<file path="src/rtl/useq_car.sv">
module useq_car #(
  parameter int AW = 17,
  parameter logic [AW-1:0] RESET_ADDR = '0
) (
  input  logic          clk,
  input  logic          rst,
  input  logic [AW-1:0] nxt_addr,
  input  logic [2:0]    cond_sel,
  input  logic          src_sel,
  input  logic [AW-1:0] opcode,
  input  logic          flag_c,
  input  logic          flag_v,
  input  logic          flag_z,
  input  logic          flag_n,
  output logic [AW-1:0] car
);

  logic [7:0]    cond_vec;
  logic          take;
  logic [AW-1:0] load_val;

  assign cond_vec = {~flag_z, ~flag_c, flag_n, flag_z, flag_v, flag_c, 1'b1, 1'b0};
  assign take     = cond_vec[cond_sel];
  assign load_val = src_sel ? opcode : nxt_addr;

  always_ff @(posedge clk) begin
    if (rst)
      car <= RESET_ADDR;
    else if (take)
      car <= load_val;
    else
      car <= car + 1'b1;
  end

  logic rst_d;
  always_ff @(posedge clk) rst_d <= rst;

  always @(posedge clk)
    if (rst_d) p_reset_clear_r1: assert (car == RESET_ADDR);

  p_incr_false_r3: assert property (@(posedge clk) disable iff (rst)
    (cond_sel == 3'd0) |=> car == AW'($past(car) + 1'b1));

  p_jump_field_r4: assert property (@(posedge clk) disable iff (rst)
    (cond_sel == 3'd1 && !src_sel) |=> car == $past(nxt_addr));

  p_jump_opcode_r7: assert property (@(posedge clk) disable iff (rst)
    (cond_sel == 3'd1 && src_sel) |=> car == $past(opcode));

  p_carry_clear_r5: assert property (@(posedge clk) disable iff (rst)
    (cond_sel == 3'd2 && !flag_c) |=> car == AW'($past(car) + 1'b1));

  p_notzero_set_r6: assert property (@(posedge clk) disable iff (rst)
    (cond_sel == 3'd7 && flag_z) |=> car == AW'($past(car) + 1'b1));

endmodule

</file>
<file path="config.mk">
export PLATFORM = sky130hd
export DESIGN_NAME = useq_car
export DESIGN_NICKNAME = d
export VERILOG_FILES = /design/src/rtl/useq_car.sv
export SDC_FILE = /design/constraint.sdc
export NUM_CORES = 1
export LEC_CHECK = 0
export ABC_AREA = 1
export CAP_MARGIN = 40
export CORE_UTILIZATION = 61
export CTS_BUF_LIST = sky130_fd_sc_hd__clkbuf_16
export DETAILED_ROUTE_END_ITERATION = 12
export DONT_BUFFER_PORTS = 1
export GPL_ROUTABILITY_DRIVEN = 1
export GPL_TIMING_DRIVEN = 0
export HOLD_SLACK_MARGIN = 0.05
export PLACE_DENSITY = 0.84
export SETUP_SLACK_MARGIN = 0.3
export SLEW_MARGIN = 20
export SYNTH_ARGS = -nofsm -noshare
export SYNTH_HDL_FRONTEND = slang
export SYNTH_SLANG_ARGS = --single-unit
</file>
<file path="constraint.sdc">
create_clock -name clk -period 1.7 [get_ports clk]
set_clock_uncertainty 0.2 [all_clocks]
set_input_delay 0.17 -clock clk [delete_from_list [all_inputs] [get_ports clk]]
set_output_delay 0.17 -clock clk [all_outputs]
set_load 0.02 [all_outputs]
</file>
==> results of run 1 <==
==> metrics by stage <==
stage               instance area (µm²)  setup slack, ns  hold WS, ns
detailed placement                 1390            0.117        0.212
global placement                   1390            0.163        0.206
floorplan                          1350            0.304        0.191
==> logic make-up after synthesis <==
family | after synthesis
xor gates and xnor gates | 8
adders and majority gates | 1
and+or+nand+nor | 152
buffers and inverters | 21
DFF | 17
AOI/OAI and AO/OA | 19
==> out/results.tsv, run 1 <==
metric	value	unit
Post-Syn Nets	263	
number of synthesized flops with an enable pin	0	
post-synthesis mux area share	0	
largest family of logic cells by synthesized area	simple AND/OR/NAND/NOR gates	
Synth Register Bits	17	
First Err	[ERROR DPL-0033] detailed placement checks failed during check placement.	
routability congestion estimate	0.814	
count of buffers from port buffering	0	
cell with the most instances after synthesis	nand2_1	
CTS Root Cell	clkbuf_16	
die height	48.3	µm
CTS H-tree depth	1	
most frequent cells after synthesis	nand2_1 (93), nor2_1 (29), dfxtp_1 (17)	
Avg Cell Area, Syn	6.00	µm²
Syn Std Cell Area	1310	µm²
setup repair bufs after CTS	3	
Syn Inst Count	218	
ys async rst share	0	
Stop stage	clock tree synthesis (4_1_cts)	
post-synthesis compound-gate area fraction	0.0928	
top cell type's share of synthesized area	0.267	
sequential share of the synthesized area	0.260	
status	did not finish	
die width	48.3	µm
post-synthesis simple-gate area fraction	0.501	
Adder-Cell Fraction of Synth Area	0.00957	
Cell Rows	16	
Post-synth top flop	dfxtp_1	
XOR/XNOR share of the synthesized area	0.0536	
clock sink total	17	
count of cell types in the netlist	27	
initial core utilization	0.660	
# IOs	61	
Longest Clk Path Bufs	2	
# hold bufs at CTS	34	
Synth area leader	nand2_1	
cts repair resizes	24	
HPWL Detailed	2380	µm
placed insts	245	
Synth warnings	0	
synth top area cells	nand2_1 (27%), dfxtp_1 (26%), nor2_1 (8.3%)	
total CTS buffers	3	
==> inputs of run 2 (changes only) <==
CORE_AREA = 2 2 63 65   (was not set)
CORE_UTILIZATION = not set   (was 61)
CTS_BUF_LIST = not set   (was sky130_fd_sc_hd__clkbuf_16)
DIE_AREA = 0 0 65 67   (was not set)
HOLD_SLACK_MARGIN = not set   (was 0.05)
PLACE_DENSITY = not set   (was 0.84)
PLACE_DENSITY_LB_ADDON = 0.15   (was not set)
SETUP_SLACK_MARGIN = not set   (was 0.3)
==> run 2 against run 1 <==
  * The flow now finishes, with violations (negative hold slack)
  * Synthesized cell count did not move
  * Synthesized area is the same
==> out/results.tsv, run 2 <==
metric	value	unit
status	complete, but fails checks	
failing checks	negative hold slack	
CP Data Required Time	1.65	ns
top cell type's share of synthesized area	0.267	
post-route cell area	1740	µm²
total CTS buffers	3	
Pre-Repair DR Iteration Count	4	
GRT Util Overall	0.173	
Synth area leader	nand2_1	
final worst slack	0.0842	ns
most frequent cells after synthesis	nand2_1 (93), nor2_1 (29), dfxtp_1 (17)	
setup violators final	0	
Post-Syn Nets	263	
critical path fanouts, max	1	
fillers	375	
mean number of vias per cell	4.58	
commonest non-fill, non-tap cell in the layout	nand2_1	
CP Launch Type	input port	
fin crit share	0.950	
residual DRC count	0	
leak pwr	0.767	nW
DP Area	1370	µm²
Post-Place Setup Slack	-0.119	ns
Routed Antenna Nets	0	
Longest Clk Path Bufs	2	
RSZ-0062 raised after global routing	no	
# IOs	61	
setup repair bufs after CTS	0	
synth top area cells	nand2_1 (27%), dfxtp_1 (26%), nor2_1 (8.3%)	
min-delay worst type	in2reg	
Final Util	0.482	
ys async rst share	0	
Avg Cell Area, Syn	6.00	µm²
R2R depth	7	
Die ar.	4360	µm²
count of cell types in the netlist	27	
initial core utilization	0.363	
vias in the first global route	1308	
Routed Wire Length	3410	µm
global route overflow	0	
crit path time final	1.62	ns
slowest cell on the critical path	dlygate4sd3_1	
CTS H-tree depth	1	
max reg flops	17	
Slew HR	0.663	
largest registers	car (17)	
endpoints failing hold	3	
cell with the most instances after synthesis	nand2_1	
power per cell area	667	nW/µm²
pin count of the biggest net entering global routing	11	
count of buffers from port buffering	0	
die height	67	µm
Synth Register Bits	17	
CP Cell Sequence	dlygate4sd3_1 -> nand2_1 -> nand2_1 -> dlygate4sd3_1 -> nor2_1 -> nor2_1	
Hold Path Depth	4	
Worst Tran Pin Value	0.506	ns
Clk Latency, worst-skew pair	0.25	ns
most frequent cells in the layout	nand2_1 (93), nor2_1 (27), dlygate4sd3_1 (27)	
CTS Root Cell	clkbuf_8	
clock sink total	17	
fin nets	295	
first-pass GRT wire length	5820	µm
delay of the slowest cell on the worst path	0.55	ns
total core area	3610	µm²
sequential share of the synthesized area	0.260	
DRT iter0 DRCs	52	
number of synthesized flops with an enable pin	0	
area grow syn2layout	32.8	%
number of diodes	0	
routability congestion estimate	0.744	
Cell Rows	22	
Setup TNS	0	ns
initial antenna violation count	0	
HPWL Detailed	2580	µm
highest clock rate	619	MHz
wire length per cell	11.5	µm
Hold Slack	-0.00934	ns
CTS tree	built	
layout cell share with drive strength beyond 1	0.205	
Syn Std Cell Area	1310	µm²
final slew viol count	0	
die width	65	µm
Most flops, register	car	
Setup crit end kind	flip-flop	
worst vdd ir	0.272	mV
total number of vias	1361	
Synth warnings	0	
Syn Inst Count	218	
critical path type	in2reg	
Worst-path clk slew	0.07	ns
critical path arrival	1.57	ns
max-cap violation count	0	
Post-synth top flop	dfxtp_1	
==> run 2: cell counts after synthesis <==
No cell type changed its count.
==> run 2: worst max-delay path, delay by kind of cell <==
family	cells	cell delay, ns
buffers and inverters	2	1.08
AND/OR/NAND/NOR	4	0.32
==> run 2: logic make-up (layout without fill, tap and decap cells) <==
kind of cell	count (synthesis)	count (layout)	share of synthesized area
buffers and inverters	21	52	0.0823
and+or+nand+nor	152	152	0.501
AOI/OAI and AO/OA	19	19	0.0928
adders and majority gates	1	1	0.00957
DFF	17	17	0.260
xor gates and xnor gates	8	8	0.0536
==> run 2: layout make-up <==
cell class / count / area [µm²] / area share
multi-input combinational: 180 / 890 / 0.512
sequential: 17 / 364 / 0.210
timing repair buffer: 27 / 270 / 0.156
tap: 48 / 60.1 / 0.0346
inverter: 14 / 55.1 / 0.0317
buffer: 7 / 52.6 / 0.0303
clock buffer: 4 / 45.0 / 0.0259
==> run 2: power breakdown <==
group	total [mW]	internal (mW)	switching, mW
registers	0.548	0.445	0.103
logic	0.295	0.148	0.147
clock network	0.316	0.167	0.149
==> run 2: timing repair <==
action,CTS,global route
endpoints found under the hold margin,15,0
pin swaps,0,0
endpoints found under the setup margin,5,10
hold buffers,27,0
gates resized for setup,4,18
==> run 2: per-stage QoR <==
| step | instances | power, mW |
|---|---|---|
| floorplan | 218 | 0.723 |
| global placement | 266 | 0.777 |
| detailed placement | 266 | 0.776 |
| CTS | 297 | 1.15 |
| global route | 297 | 1.23 |
| finish | 297 | 1.16 |
==> run 2: worst paths after layout <==
path | end | start | slack (ns)
max | car[6] | nxt_addr[6] | 0.08
min | car[15] | nxt_addr[15] | -0.009
max reg2reg | car[15] | car[7] | 0.16
min reg2reg | car[12] | car[12] | 0.45
==> run 2: routing by layer <==
layer,part of all wire,track usage,vias up
li1,-,-,739
met1,0.47,0.224,563
met2,0.43,0.277,52
met3,0.070,0.0338,7
met4,0.022,0.0798,0
met5,0,0,-
Power figures use the tool's default switching activity.
==> inputs of run 3 (changes only) <==
REMOVE_ABC_BUFFERS = 1   (was not set)
==> run 3 against run 2 <==
  * The flow still finishes with violations (negative hold slack)
  * Total power shrank 6.3%
  * Routed wire length is 5.3% higher
  * Maximum frequency is 1.1% higher
  * Worst hold slack got worse by 0.23 ns
  * Critical endpoint is now car[15]
  * Register-to-register slack got worse by 0.06 ns
  * Cell area down 9.4%
==> out/results.tsv, run 3 (synthesis results as in run 2) <==
metric	value	unit
status	complete, but fails checks	
failing checks	negative hold slack	
die height	67	µm
initial core utilization	0.363	
CTS Root Cell	clkbuf_8	
most frequent cells in the layout	nand2_1 (93), nor2_1 (29), dlygate4sd3_1 (18)	
mean number of vias per cell	4.60	
area grow syn2layout	20.4	%
Worst-path clk slew	0.07	ns
Reg2Reg Setup Slack	0.10	ns
hold_sp	rst	
vias in the first global route	1140	
CP Launch Type	flip-flop	
Clk Latency, worst-skew pair	0.25	ns
r2r startpoint	car[10]	
Setup crit end kind	flip-flop	
Worst Tran Pin Value	0.615	ns
routability congestion estimate	0.737	
GRT Util Overall	0.168	
largest registers	car (17)	
worst r2r dst	car[15]	
max reg flops	17	
layout cell share with drive strength beyond 1	0.176	
Pre-Repair DR Iteration Count	4	
count of buffers from port buffering	0	
Hold Slack	-0.235	ns
CP Cell Sequence	nand2_1 -> nor2_2 -> nand2_1 -> o21ai_0 -> nand2_1 -> nand2_1 -> a21oi_2	
residual DRC count	0	
highest clock rate	626	MHz
overall power	1.08	mW
Routed Wire Length	3590	µm
Int Pwr	0.713	mW
number of diodes	0	
Cell Rows	22	
total core area	3610	µm²
min-delay worst type	in2reg	
crit path time final	1.60	ns
power per cell area	689	nW/µm²
# IOs	61	
first-pass GRT wire length	5560	µm
worst vdd ir	0.234	mV
wire length per cell	12.8	µm
Longest Clk Path Bufs	2	
setup repair bufs after CTS	0	
die width	65	µm
# hold bufs at CTS	18	
critical path fanouts, max	5	
switch share	0.342	
fin crit share	0.940	
critical path type	reg2reg	
clock sink total	17	
total CTS buffers	3	
initial antenna violation count	0	
Setup TNS	0	ns
RSZ-0062 raised after global routing	no	
Routed Antenna Nets	0	
Gate power share	0.218	
CP Data Required Time	1.65	ns
Most flops, register	car	
R2R depth	7	
endpoints failing hold	7	
fin nets	279	
HPWL Detailed	2320	µm
switching power	0.371	mW
Clock power frac	0.280	
final slew viol count	0	
delay of the slowest cell on the worst path	0.51	ns
CTS H-tree depth	1	
leak pwr	0.696	nW
WHS Endpoint	car[9]	
Hold Path Depth	1	
sequential power share	0.502	
Slew HR	0.589	
total number of vias	1293	
commonest non-fill, non-tap cell in the layout	nand2_1	
DRT iter0 DRCs	39	
CTS tree	built	
setup violators final	0	
critical path arrival	1.55	ns
max-cap violation count	0	
critical path's most frequent cell	nand2_1	
pin count of the biggest net entering global routing	22	
slowest cell on the critical path	dfxtp_1	
global route overflow	0	
Die ar.	4360	µm²
## run 3: final cells by class
class	instances	area (µm²)
tap	48	60.1
sequential	17	359
timing repair buffer	18	180
inverter	14	55.1
multi-input combinational	180	875
clock buffer	4	45.0
fill	392	2030
## run 3: worst max-delay path: cells and delay by family (launching register included)
kind | cells | cell delay [ns]
and+or+nand+nor | 5 | 0.59
DFF | 1 | 0.51
AOI/OAI and AO/OA | 2 | 0.21
## run 3: power by group through the flow
stage | clock [mW] | sequential (mW) | combinational (mW)
2_1_floorplan | 0 | 0.531 | 0.164
5_1_grt | 0.335 | 0.552 | 0.273
3_5_place_dp | 0 | 0.547 | 0.197
4_1_cts | 0.316 | 0.539 | 0.237
6_report | 0.304 | 0.545 | 0.236
3_3_place_gp | 0 | 0.547 | 0.197
## run 3: worst max-delay path by stage
stage / startpoint / to / depth (start not counted)
6_report: car[10] / car[15] / 7
5_1_grt: car[1] / car[16] / 8
3_5_place_dp: car[1] / car[16] / 8
4_1_cts: car[7] / car[15] / 7
3_3_place_gp: car[1] / car[16] / 8
2_1_floorplan: car[1] / car[16] / 8
## run 3: timing repair
item,in CTS,in global routing
gates resized for setup,2,14
endpoints found under the hold margin,17,7
setup endpoints to repair,5,7
## run 3: routing by layer
layer  GRT usage  up-vias  part of all wire
met4      0.0479        0             0.010
met1       0.214      548              0.48
met3      0.0220        4             0.033
met5           0        -                 0
li1            -      711                 -
met2       0.296       30              0.48
## run 3: stage by stage
| stage | instance area [µm²] | util | std cells | worst slack (ns) | hold slack, ns |
|---|---|---|---|---|---|
| CTS | 1540 | 0.428 | 281 | 0.0206 | -0.232 |
| global placement | 1320 | 0.365 | 259 | -0.0685 | 0.0345 |
| finish | 1570 | 0.437 | 281 | 0.102 | -0.235 |
| floorplan | 1250 | - | 211 | 0.0835 | 0.0324 |
| detailed placement | 1320 | 0.365 | 259 | -0.0696 | 0.0358 |
| global route | 1570 | 0.437 | 281 | 0.00424 | -0.247 |
==> inputs of run 4 (changes only) <==
SLEW_MARGIN = not set   (was 20)
clock period = 1.5 ns   (was 1.7 ns; I/O delays follow)
==> run 4 against run 3 <==
  * The flow still finishes with violations (negative hold slack)
  * Non-clock buffer count is 18 higher
  * Maximum frequency increased by 7.1%
  * Die area unchanged
  * Sequential power up 14%
  * Critical endpoint is now car[14]
==> out/results.tsv, run 4 (synthesis results as in run 2) <==
metric	value	unit
number of diodes	0	
RSZ-0062 raised after global routing	yes	
Die ar.	4360	µm²
largest registers	car (17)	
Clk Latency, worst-skew pair	0.25	ns
placed insts	259	
layout cell share with drive strength beyond 1	0.203	
Longest Clk Path Bufs	2	
status	complete, but fails checks	
switching power	0.440	mW
power per cell area	709	nW/µm²
commonest non-fill, non-tap cell in the layout	nand2_1	
post-route cell area	1810	µm²
crit path time final	1.49	ns
Worst-path clk slew	0.07	ns
Reg2Reg Setup Slack	0.008	ns
final slew viol count	0	
Clock power frac	0.269	
total CTS buffers	3	
endpoints failing hold	1	
highest clock rate	670	MHz
DRT iter0 DRCs	47	
die width	65	µm
routability congestion estimate	0.737	
critical path type	reg2reg	
Routed Antenna Nets	0	
overall power	1.28	mW
wire length per cell	12.9	µm
CTS H-tree depth	1	
HPWL Detailed	2320	µm
vias in the first global route	1161	
Worst Tran Pin Value	0.570	ns
clock sink total	17	
most frequent cells in the layout	nand2_1 (89), dlygate4sd3_1 (34), nor2_1 (29)	
initial antenna violation count	0	
area grow syn2layout	38.6	%
worst r2r dst	car[14]	
global route overflow	0	
Most flops, register	car	
max reg flops	17	
first-pass GRT wire length	5640	µm
max-cap violation count	0	
initial core utilization	0.363	
CTS tree	built	
failing checks	negative hold slack	
Hold Path Depth	4	
setup violators final	0	
worst vdd ir	0.272	mV
GRT Util Overall	0.170	
pin count of the biggest net entering global routing	22	
Int Pwr	0.845	mW
hold_sp	nxt_addr[14]	
critical path fanouts, max	4	
fillers	366	
R2R depth	8	
fin crit share	0.995	
mean number of vias per cell	4.58	
multi-input logic area	910	µm²
r2r startpoint	car[1]	
Cell Rows	22	
leak pwr	0.786	nW
Pre-Repair DR Iteration Count	4	
total number of vias	1370	
register area	382	µm²
residual DRC count	0	
die height	67	µm
Slew HR	0.620	
total core area	3610	µm²
CP Launch Type	flip-flop	
min-delay worst type	in2reg	
switch share	0.343	
critical path arrival	1.42	ns
Finished Layout Cells	299	
WHS Endpoint	car[14]	
CP Data Required Time	1.42	ns
Routed Wire Length	3850	µm
crit path from	car[1]	
Hold Slack	-0.0238	ns
fin nets	297	
DP Area	1320	µm²
# IOs	61	
count of buffers from port buffering	0	
Setup crit end kind	flip-flop	
sequential power share	0.484	
Gate power share	0.247	
CTS Root Cell	clkbuf_8	
## run 4: per-stage QoR
stage	hold slack [ns]	TNS (ns)	utilization	setup slack, ns
floorplan	0.0124	-0.406	-	-0.116
global placement	0.0145	-1.78	0.365	-0.268
detailed placement	0.0158	-1.81	0.365	-0.270
CTS	-0.259	0	0.452	0.00533
global route	0.00818	-0.316	0.502	-0.0899
finish	-0.0238	0	0.502	0.00783
## run 4: worst max path at each step
stage / depth (start not counted) / to / slack, ns
3_3_place_gp: 8 / car[16] / -0.27
3_5_place_dp: 8 / car[16] / -0.27
6_report: 8 / car[14] / 0.008
2_1_floorplan: 8 / car[16] / -0.12
5_1_grt: 8 / car[16] / -0.09
4_1_cts: 8 / car[10] / 0.005
## run 4: metal layers
layer,part of all wire,routed length (µm),GRT usage
met5,0,0,0
met4,0.0078,30,0.0479
met3,0.034,132,0.0220
met2,0.49,1890,0.303
met1,0.47,1800,0.215
## run 4: power groups by stage
stage	Clock [mW]	Combinational, mW	Sequential, mW
floorplan	0	0.186	0.602
detailed placement	0	0.224	0.620
CTS	0.358	0.281	0.622
global route	0.377	0.362	0.631
global placement	0	0.223	0.620
finish	0.345	0.318	0.622
## run 4: area by class of cell
type,instances,share of cell area
multi-input cells,180,0.502
flip-flops and latches,17,0.211
repair buffers,36,0.199
well taps,48,0.0331
inverters,14,0.0304
clock buffers,4,0.0249
## run 4: timing repair
action	in CTS	in global routing
hold buffers	22	13
buffers inserted	0	1
endpoints found under the hold margin	17	7
resized for setup	20	17
endpoints found under the setup margin	13	11
pin swaps	1	3
## run 4: worst max-delay path, cell delays in order (launching register included)
cell and delay [ns]:
dfxtp_4 0.41, ha_4 0.16, nand3_4 0.12, nor2_4 0.17
nand3_2 0.08, nand2_1 0.08, nand2_2 0.05, nand2_2 0.06
a21oi_2 0.04
